[src/rtl/rit_pkg.sv]
package rit_pkg;
   typedef enum logic [1:0] {
      SRC_BASE  = 2'b00,
      SRC_DIV_A = 2'b01,
      SRC_DIV_B = 2'b10,
      SRC_SLOW  = 2'b11
   } src_e;

   localparam logic [1:0] OPMODE_TIMER = 2'b00;
   localparam int         OPMODE_LSB   = 0;
   localparam int         SRC_LSB      = 6;
   localparam int         MODE_W       = 8;

   function automatic src_e src_of(input logic [MODE_W-1:0] mode);
      return src_e'(mode[SRC_LSB +: 2]);
   endfunction

   function automatic logic timer_mode(input logic [MODE_W-1:0] mode);
      return mode[OPMODE_LSB +: 2] == OPMODE_TIMER;
   endfunction
endpackage

[src/rtl/rit_div.sv]
module rit_div #(
   parameter int DIV = 8
) (
   input  logic clk,
   input  logic rst_n,
   input  logic en,
   output logic stb
);
   localparam int W = $clog2(DIV);
   localparam logic [W-1:0] LAST = W'(DIV - 1);

   logic [W-1:0] cnt_q;

   initial begin
      assert (DIV >= 2 && (DIV & (DIV - 1)) == 0)
         else $error("rit_div: DIV must be a power of two of at least 2");
   end

   always_ff @(posedge clk or negedge rst_n) begin
      if (!rst_n)  cnt_q <= '0;
      else if (en) cnt_q <= cnt_q + W'(1);
   end

   assign stb = en && (cnt_q == LAST);
endmodule

[src/rtl/rit_core.sv]
module rit_core #(
   parameter int CNT_W = 16
) (
   input  logic             clk,
   input  logic             rst_n,
   input  logic             run_en,
   input  logic             run_rise,
   input  logic             run_q,
   input  logic             ev,
   input  logic             wr,
   input  logic [CNT_W-1:0] wdata,
   output logic [CNT_W-1:0] count,
   output logic             first_seen,
   output logic             irq
);
   logic [CNT_W-1:0] count_q, reload_q, reload_d, count_d;
   logic             seen_q, irq_q, step, uflow, direct_wr;

   assign step      = run_en && ev;
   assign uflow     = step && (count_q == '0);
   assign direct_wr = wr && (!run_q || !seen_q);
   assign reload_d  = wr ? wdata : reload_q;

   always_comb begin
      count_d = count_q;
      if (direct_wr)  count_d = wdata;
      else if (uflow) count_d = reload_d;
      else if (step)  count_d = count_q - CNT_W'(1);
   end

   always_ff @(posedge clk or negedge rst_n) begin
      if (!rst_n) begin
         count_q  <= '0;
         reload_q <= '0;
         seen_q   <= 1'b0;
         irq_q    <= 1'b0;
      end else begin
         count_q  <= count_d;
         reload_q <= reload_d;
         irq_q    <= uflow;
         if (run_rise)  seen_q <= 1'b0;
         else if (step) seen_q <= 1'b1;
      end
   end

   assign count      = count_q;
   assign first_seen = seen_q;
   assign irq        = irq_q;
endmodule

[src/rtl/rld_itimer.sv]
module rld_itimer #(
   parameter int CNT_W  = 16,
   parameter int DIV_A  = 8,
   parameter int DIV_B  = 32,
   parameter int DIV_SL = 32
) (
   input  logic             clk,
   input  logic             rst_n,
   input  logic             cnt_wr,
   input  logic [CNT_W-1:0] cnt_wdata,
   output logic [CNT_W-1:0] cnt_rdata,
   input  logic             mode_wr,
   input  logic [7:0]       mode_wdata,
   output logic [7:0]       mode_rdata,
   input  logic             run_wr,
   input  logic             run_wdata,
   output logic             run_rdata,
   input  logic             slow_stb,
   output logic             irq
);
   import rit_pkg::*;

   localparam int NTAP = 2;
   localparam int TAP_DIV [NTAP] = '{DIV_A, DIV_B};

   logic [MODE_W-1:0] mode_q;
   logic              run_q, run_rise, run_en, ev, first_seen, slow_ev;
   logic [NTAP-1:0]   tap_stb;

   initial begin
      assert (CNT_W >= 2) else $error("rld_itimer: CNT_W too small");
      assert (DIV_A < DIV_B) else $error("rld_itimer: taps must ascend");
   end

   always_ff @(posedge clk or negedge rst_n) begin
      if (!rst_n) begin
         mode_q <= '0;
         run_q  <= 1'b0;
      end else begin
         if (mode_wr) mode_q <= mode_wdata;
         if (run_wr)  run_q  <= run_wdata;
      end
   end

   assign run_rise = run_wr && run_wdata && !run_q;
   assign run_en   = run_q && timer_mode(mode_q);

   for (genvar t = 0; t < NTAP; t++) begin : g_tap
      rit_div #(.DIV(TAP_DIV[t])) u_div (
         .clk(clk), .rst_n(rst_n), .en(1'b1), .stb(tap_stb[t])
      );
   end

   rit_div #(.DIV(DIV_SL)) u_slow (
      .clk(clk), .rst_n(rst_n), .en(slow_stb), .stb(slow_ev)
   );

   always_comb begin
      unique case (src_of(mode_q))
         SRC_BASE:  ev = 1'b1;
         SRC_DIV_A: ev = tap_stb[0];
         SRC_DIV_B: ev = tap_stb[1];
         SRC_SLOW:  ev = slow_ev;
         default:   ev = 1'b0;
      endcase
   end

   rit_core #(.CNT_W(CNT_W)) u_core (
      .clk(clk), .rst_n(rst_n), .run_en(run_en), .run_rise(run_rise),
      .run_q(run_q), .ev(ev), .wr(cnt_wr), .wdata(cnt_wdata),
      .count(cnt_rdata), .first_seen(first_seen), .irq(irq)
   );

   assign mode_rdata = mode_q;
   assign run_rdata  = run_q;
endmodule

[config.mk]
export PLATFORM = sky130hd
export DESIGN_NAME = rld_itimer
export DESIGN_NICKNAME = d
export VERILOG_FILES = /design/src/rtl/rit_pkg.sv /design/src/rtl/rit_div.sv /design/src/rtl/rit_core.sv /design/src/rtl/rld_itimer.sv
export SDC_FILE = /design/constraint.sdc
export NUM_CORES = 1
export LEC_CHECK = 0
export ABC_AREA = 1
export BUFFER_PORTS_ARGS = -buffer_cell sky130_fd_sc_hd__buf_2
export CORE_MARGIN = 2
export CORE_UTILIZATION = 30
export DETAILED_ROUTE_END_ITERATION = 12
export GPL_ROUTABILITY_DRIVEN = 1
export PLACE_DENSITY_LB_ADDON = 0.1
export SYNTH_ARGS = -nofsm -noshare
export SYNTH_HDL_FRONTEND = slang
export SYNTH_SLANG_ARGS = --single-unit
[constraint.sdc]
create_clock -name clk -period 2.1 [get_ports clk]
set_clock_uncertainty 0.05 [all_clocks]
set_input_delay 0.21 -clock clk [delete_from_list [all_inputs] [get_ports clk]]
set_output_delay 0.21 -clock clk [all_outputs]
set_load 0.005 [all_outputs]
# After elaboration in Yosys (flattened, before gate mapping)
# Cells that the tools add are included.
[word_totals] latchBits=0 wordCells=41 output_inout_bits=26 memories=0 register_bits=56 in_bits=31 mem_bits_ro=0 mem_bits_rw=0
[classes] bitwise=0 muxes=7 multipliers=0 n_shift=0 order_cmp=0 div=0 eq_ne=6 n_addsub=4 n_reduce_logical=15
[op_table] op="$mux W16" n=4
[op_table] op="$logic_not A16 Y1" n=1
[op_table] op="$sub A16 B1 Y16 const B" n=1
[op_table] op="$add A5 B1 Y5 const B" n=2
[op_table] op="$eq A5 B5 Y1 const B" n=2
[op_table] op="$logic_and A1 B1 Y1" n=7
[op_table] op="$eq A2 B2 Y1 const B" n=2
[op_table] op="$logic_not A2 Y1" n=2
[op_table] op="$pmux W1 S4" n=1
[op_table] op="$add A3 B1 Y3 const B" n=1
[op_table] op="$eq A3 B3 Y1 const B" n=1
[op_table] op="$reduce_bool A3 Y1" n=1
[op_table] op="$eq A2 B1 Y1 const B" n=1
[op_table] op="$logic_not A1 Y1" n=2
[op_table] op="$mux W1" n=2
[op_table] op="$reduce_bool A2 Y1" n=1
[op_table] op="$logic_or A1 B1 Y1" n=1

# Logic depth before layout (Yosys ltp)
[logic_depth] word_depth=7 mapped_depth=12

# Modules after synthesis
# Synthesis repeated with hierarchy kept, for this count alone.
[unflattened] hier_cells=431 hier_area_um2=3188.1
[modules_own_cells] module="rit_core" instances=1 area_each_um2=2123.3 cells_each=309
[modules_own_cells] module="rit_div at g_tap[1].u_div ..." instances=2 area_each_um2=264.0 cells_each=29
[modules_own_cells] module="rld_itimer" instances=1 area_each_um2=387.9 cells_each=46
[modules_own_cells] module="rit_div at g_tap[0].u_div" instances=1 area_each_um2=148.9 cells_each=18

# Worst setup path before layout
# Ideal clock, no wire load.
[synth_path] path_kind="reg-to-reg" start="reg u_slow.cnt_q[0]" end="reg u_core.count_q[11], in the netlist u_core.count[11]" setup_slack_ns=0.329 arrival_ns=1.656 setup_ns=0.065 path_stages_with_launch=12 required_ns=1.985 n_path_buf=1 cell_sequence="dfrtp_1 -> ha_1 -> and3_1 -> ha_1 -> nand3_1 -> nand3_2 -> nand3_4 -> nand2_2 -> buf_2 -> o21ai_1 -> inv_1 -> nand2_1"
[synth_via] elab_chain_len=7 word_cells_on_any_way=8 cone_classes="eq/ne (1); mux (3); reduce/logical (4)"
[synth_lines] element="from (decl)" line="rit_div.sv:12" text="logic [W-1:0] cnt_q;"
[synth_lines] element="from (signal assigned)" line="rit_div.sv:21" text="else if (en) cnt_q <= cnt_q + W'(1);"
[synth_lines] element="$eq A5 B5 Y1 (*)" line="rit_div.sv:24" text="assign stb = en && (cnt_q == LAST);"
[synth_lines] element="$logic_and A1 B1 Y1 (*)" line="rit_div.sv:24"
[synth_lines] element="$pmux W1 S4 (*)" line="rld_itimer.sv:59" text="unique case (src_of(mode_q))"
[synth_lines] element="$logic_and A1 B1 Y1 (*)" line="rit_core.sv:19" text="assign step = run_en && ev;"
[synth_lines] element="$logic_and A1 B1 Y1" line="rit_core.sv:20" text="assign uflow = step && (count_q == '0);"
[synth_lines] element="$mux W16" line="rit_core.sv:27" text="else if (uflow) count_d = reload_d;"
[synth_lines] element="$mux W16" line="rit_core.sv:26" text="if (direct_wr) count_d = wdata;"
[synth_lines] element="to (signal assigned)" line="rit_core.sv:38" text="count_q <= count_d;"
[synth_lines] element="to (decl)" line="rit_core.sv:16" text="logic [CNT_W-1:0] count_q, reload_q, reload_d, count_d;"
# Mark *: on every way between the ends. The rest lies on a longest branch, timed or not.
# A chain may end at the register's enable or synchronous reset.

# Final worst setup path
[layout_path] start="reg u_slow.cnt_q[0]" end="reg u_core.count_q[2], in the netlist u_core.count[2]"
# Same word-level chain as after synthesis.

==> results.tsv <==
stage	metric	value	unit
layout	finalInstanceArea	3720	um2
run	maxCapViolCount	0	
floorplanning	fp.dieH	107	um
min_path	hold_path_class	primary input to asynchronous set/reset pin	
critical_path	endpoint	u_core.count[2]$_DFFE_PN0P_	
synth	synth_flop_cell	dfrtp_1	
sta	setup_ws	0.208	ns
floorplanning	core_area	10300	um2
synth	netlist_area	3180	um2
critical_path	worst-r2r-setup-slack	0.21	ns
power_and_ir_drop	peakVddDrop	299	uV
synth	syn_avg_cell_area	7.68	um2
synth	synthCells	414	
clock_network	cts_max_level	2	
run_status	outcome	finished, violations left	
sta	relSlewSlack	51.7	%
global_routing	antenna_found_initial	0	
floorplanning	num_rows	37	
detailed_routing	vias	2687	
sta	whs	-0.0278	ns
detailed_routing	drtIter0Drc	99	
layout	fill_cells	1114	
sta	setup_tns	0	ns
placement	gp_congestion	0.814	
global_routing	grt_pass1_wl	12.9	mm
placement	dp_hpwl	5.64	mm
detailed_routing	vias_per_cell	4.41	
synth	async_reset_ff_share	100	%
clock_network	clkTransAtPathRegs	0.11	ns
critical_path	cp_common_cell	nand2_1	
run_status	violations	hold timing	
critical_path	cp.depth	12	
global_routing	grt.overflow.total	0	
synth	ys_seq_elements	56	
placement	dpl-instance-area	3610	um2
power_and_ir_drop	finalPower	2.80	mW
synth	synth_edf_count	0	
floorplanning	die-area	11400	um2
layout	fin_nets	511	
synth	yosys_warnings	0	
placement	io_buffers	56	
critical_path	path_class	flop to flop	
detailed_routing	wl	7.68	mm
layout	drive_gt1_share	25.6	%
sta	period_needed	1.89	ns
critical_path	r2r_end	u_core.count[2]$_DFFE_PN0P_	
clock_network	cts_sinks	56	
layout	diodes	0	
detailed_routing	drt-pass1-iter-count	4	
clock_network	postCtsHoldBufs	0	
critical_path	start_kind	flop	
clock_network	worstSkewPairLatency	0.31	ns
clock_network	cts-root-buf	clkbuf_8	
floorplanning	fp.dieW	107	um
floorplanning	start_util	30.8	%
synth	synth_nets	453	
critical_path	reg2reg_from	u_slow.cnt_q[0]$_DFFE_PN0P_	
floorplanning	io_pins	57	
sta	fmax	529	MHz
clock_network	numCtsBuffers	5	
critical_path	crit_path_end_kind	flop	
sta	finalSetupViolations	0	
sta	post-route-period-util	90.1	%
critical_path	slowest_delay	0.40	ns
clock_network	cts_buffer_depth	2	
critical_path	path_cells	ha_1 > and3_1 > ha_1 > nand2_1 > nor2_2 > nor2_2 > nor2_4 > nand2_4 > nand2_1 > nand2_1 > nand2_1 > nand2_1	
critical_path	critPathSlowestCell	dfrtp_1	
detailed_routing	ant_nets	0	
global_routing	grt_max_degree	57	
layout	areaGrowthSynthToFinish	17.2	%
power_and_ir_drop	leakagePower	1.95	nW
synth	yosysSeqAreaShare	44.1	%
clock_network	cts_tree	built	
critical_path	cp_top_family	simple AND/OR/NAND/NOR gates	
sta	hold_violations	35	
synth	ys_types	29	
global_routing	grt_pass1_vias	2631	
critical_path	crit_required	2.26	ns
critical_path	cp.arrival	2.05	ns
critical_path	critical_path_buf_inv_count	0	
detailed_routing	drc_errors	0	
sta	tightest_slew	0.724	ns
critical_path	path_max_fanout	11	
sta	rsz0062_at_grt	false	
detailed_routing	drt-wirelength-per-cell	12.6	um
critical_path	crit_start	u_slow.cnt_q[0]$_DFFE_PN0P_	
global_routing	grt_usage	14.2	%
power_and_ir_drop	powerDensity	751	nW/um2
critical_path	reg2reg_depth	12	
sta	drv_slew	0	
placement	place_ws	0.135	ns
==> worst reg2reg max path: stages, from the launching register on <==
cell and delay (ns):
dfrtp_1 0.40, ha_1 0.18, and3_1 0.16, ha_1 0.15, nand2_1 0.06, nor2_2 0.09, nor2_2 0.06, nor2_4 0.24
nand2_4 0.16, nand2_1 0.09, nand2_1 0.05, nand2_1 0.05, nand2_1 0.04
==> what timing repair did <==
action                                  in CTS  in global routing
endpoints found under the setup margin       0                 11
setup buffers                                0                  1
gates resized for setup                      0                  3
hold endpoints to repair                     0                  0
==> placed cells by master, fill, tap and decap left out, types with 2 or more instances in the layout <==
master and instances:
buf_12 2, buf_2 56, buf_4 3, clkbuf_8 5, dfrtp_1 56, ha_1 8
inv_1 56, inv_2 10, mux2_2 4, nand2_1 129, nand2_2 4, nand2_4 3
nand3_1 32, nand3_2 3, nor2_1 21, nor2_2 7, nor2_4 7, o21ai_0 23
o21ai_1 14, or2_2 13, xor2_1 7
==> state kept, by name (all words and copies together) (netlist names) <==
name               flops
u_core.count          16
u_core.reload_q       16
g_tap.u_div.cnt_q      8
mode_rdata             8
u_slow.cnt_q           5
run_rdata              1
u_core.first_seen      1
u_core.irq             1
==> layer usage <==
layer	up-vias	GRT usage, %	routed length (um)
li1	1385	-	-
met1	1240	18.6	3650
met2	58	24.7	3670
met3	4	2.55	294
met4	0	2.97	67
met5	-	0	0
==> final cells by class <==
type / instances / area [um2] / area share (%)
tap: 136 / 170 / 4.57
sequential: 56 / 1400 / 37.6
inverter: 66 / 248 / 6.65
timing repair buffer: 61 / 343 / 9.20
clock buffer: 6 / 72.6 / 1.95
multi-input combinational: 282 / 1470 / 39.6
clock inverter: 2 / 16.3 / 0.437
==> cells in the mapped netlist (2+ instances only) <==
master	count	area share [%]
inv_1	56	6.6
nand2_2	6	1.2
nor2_2	7	1.4
nand3_1	32	5.0
dfrtp_1	56	44
o21ai_0	24	3.8
nand2_1	129	15
or2_2	13	2.6
buf_2	2	0.31
buf_4	3	0.71
clkbuf_1	2	0.24
xor2_1	7	1.9
inv_2	10	1.2
buf_6	2	0.71
mux2_2	4	1.4
nor2_4	7	2.5
nand3_2	3	0.94
nor2_1	21	2.5
o21ai_1	13	2.0
ha_1	8	3.1
==> kinds of logic (layout without fill, tap and decap cells) <==
| kind of cell | Yosys count | in the layout | share of synthesized area [%] |
|---|---|---|---|
| AND/OR/NAND/NOR | 224 | 224 | 33.2 |
| buffers and inverters | 76 | 135 | 9.88 |
| adder cells (fa/ha/maj) | 8 | 8 | 3.15 |
| AO/OA/AOI/OAI | 38 | 38 | 6.10 |
| XOR/XNOR | 8 | 8 | 2.20 |
| flip-flops | 56 | 56 | 44.1 |
| multiplexers | 4 | 4 | 1.42 |
==> power by group <==
group          switching, mW  internal [mW]  total (mW)
clock network          0.384          0.239       0.623
registers              0.145           1.23        1.38
logic                  0.476          0.321       0.797
==> worst min-delay path by stage <==
| stage | from | endpoint | slack [ns] | depth (start not counted) |
|---|---|---|---|---|
| after floorplan | rst_n | g_tap[0].u_div.cnt_q[0]$_DFF_PN0_ | -0.14 | 0 |
| after global routing | rst_n | u_core.reload_q[9]$_DFF_PN0_ | 0.04 | 2 |
| after CTS | rst_n | u_core.reload_q[11]$_DFF_PN0_ | 0.01 | 2 |
| after detailed placement | rst_n | u_core.reload_q[11]$_DFF_PN0_ | 0.36 | 2 |
| final | rst_n | u_core.reload_q[11]$_DFF_PN0_ | -0.03 | 2 |
| after global placement | rst_n | u_core.reload_q[9]$_DFF_PN0_ | 0.36 | 2 |
==> through the flow <==
step | cells | utilization, % | hold WS, ns
global route | 609 | 36.1 | 0.0408
floorplan | 414 | - | -0.136
detailed placement | 600 | 34.9 | 0.361
CTS | 608 | 35.8 | 0.0134
finish | 609 | 36.1 | -0.0278
global placement | 600 | 34.9 | 0.362
No activity file was read; power rests on OpenSTA's default activity.
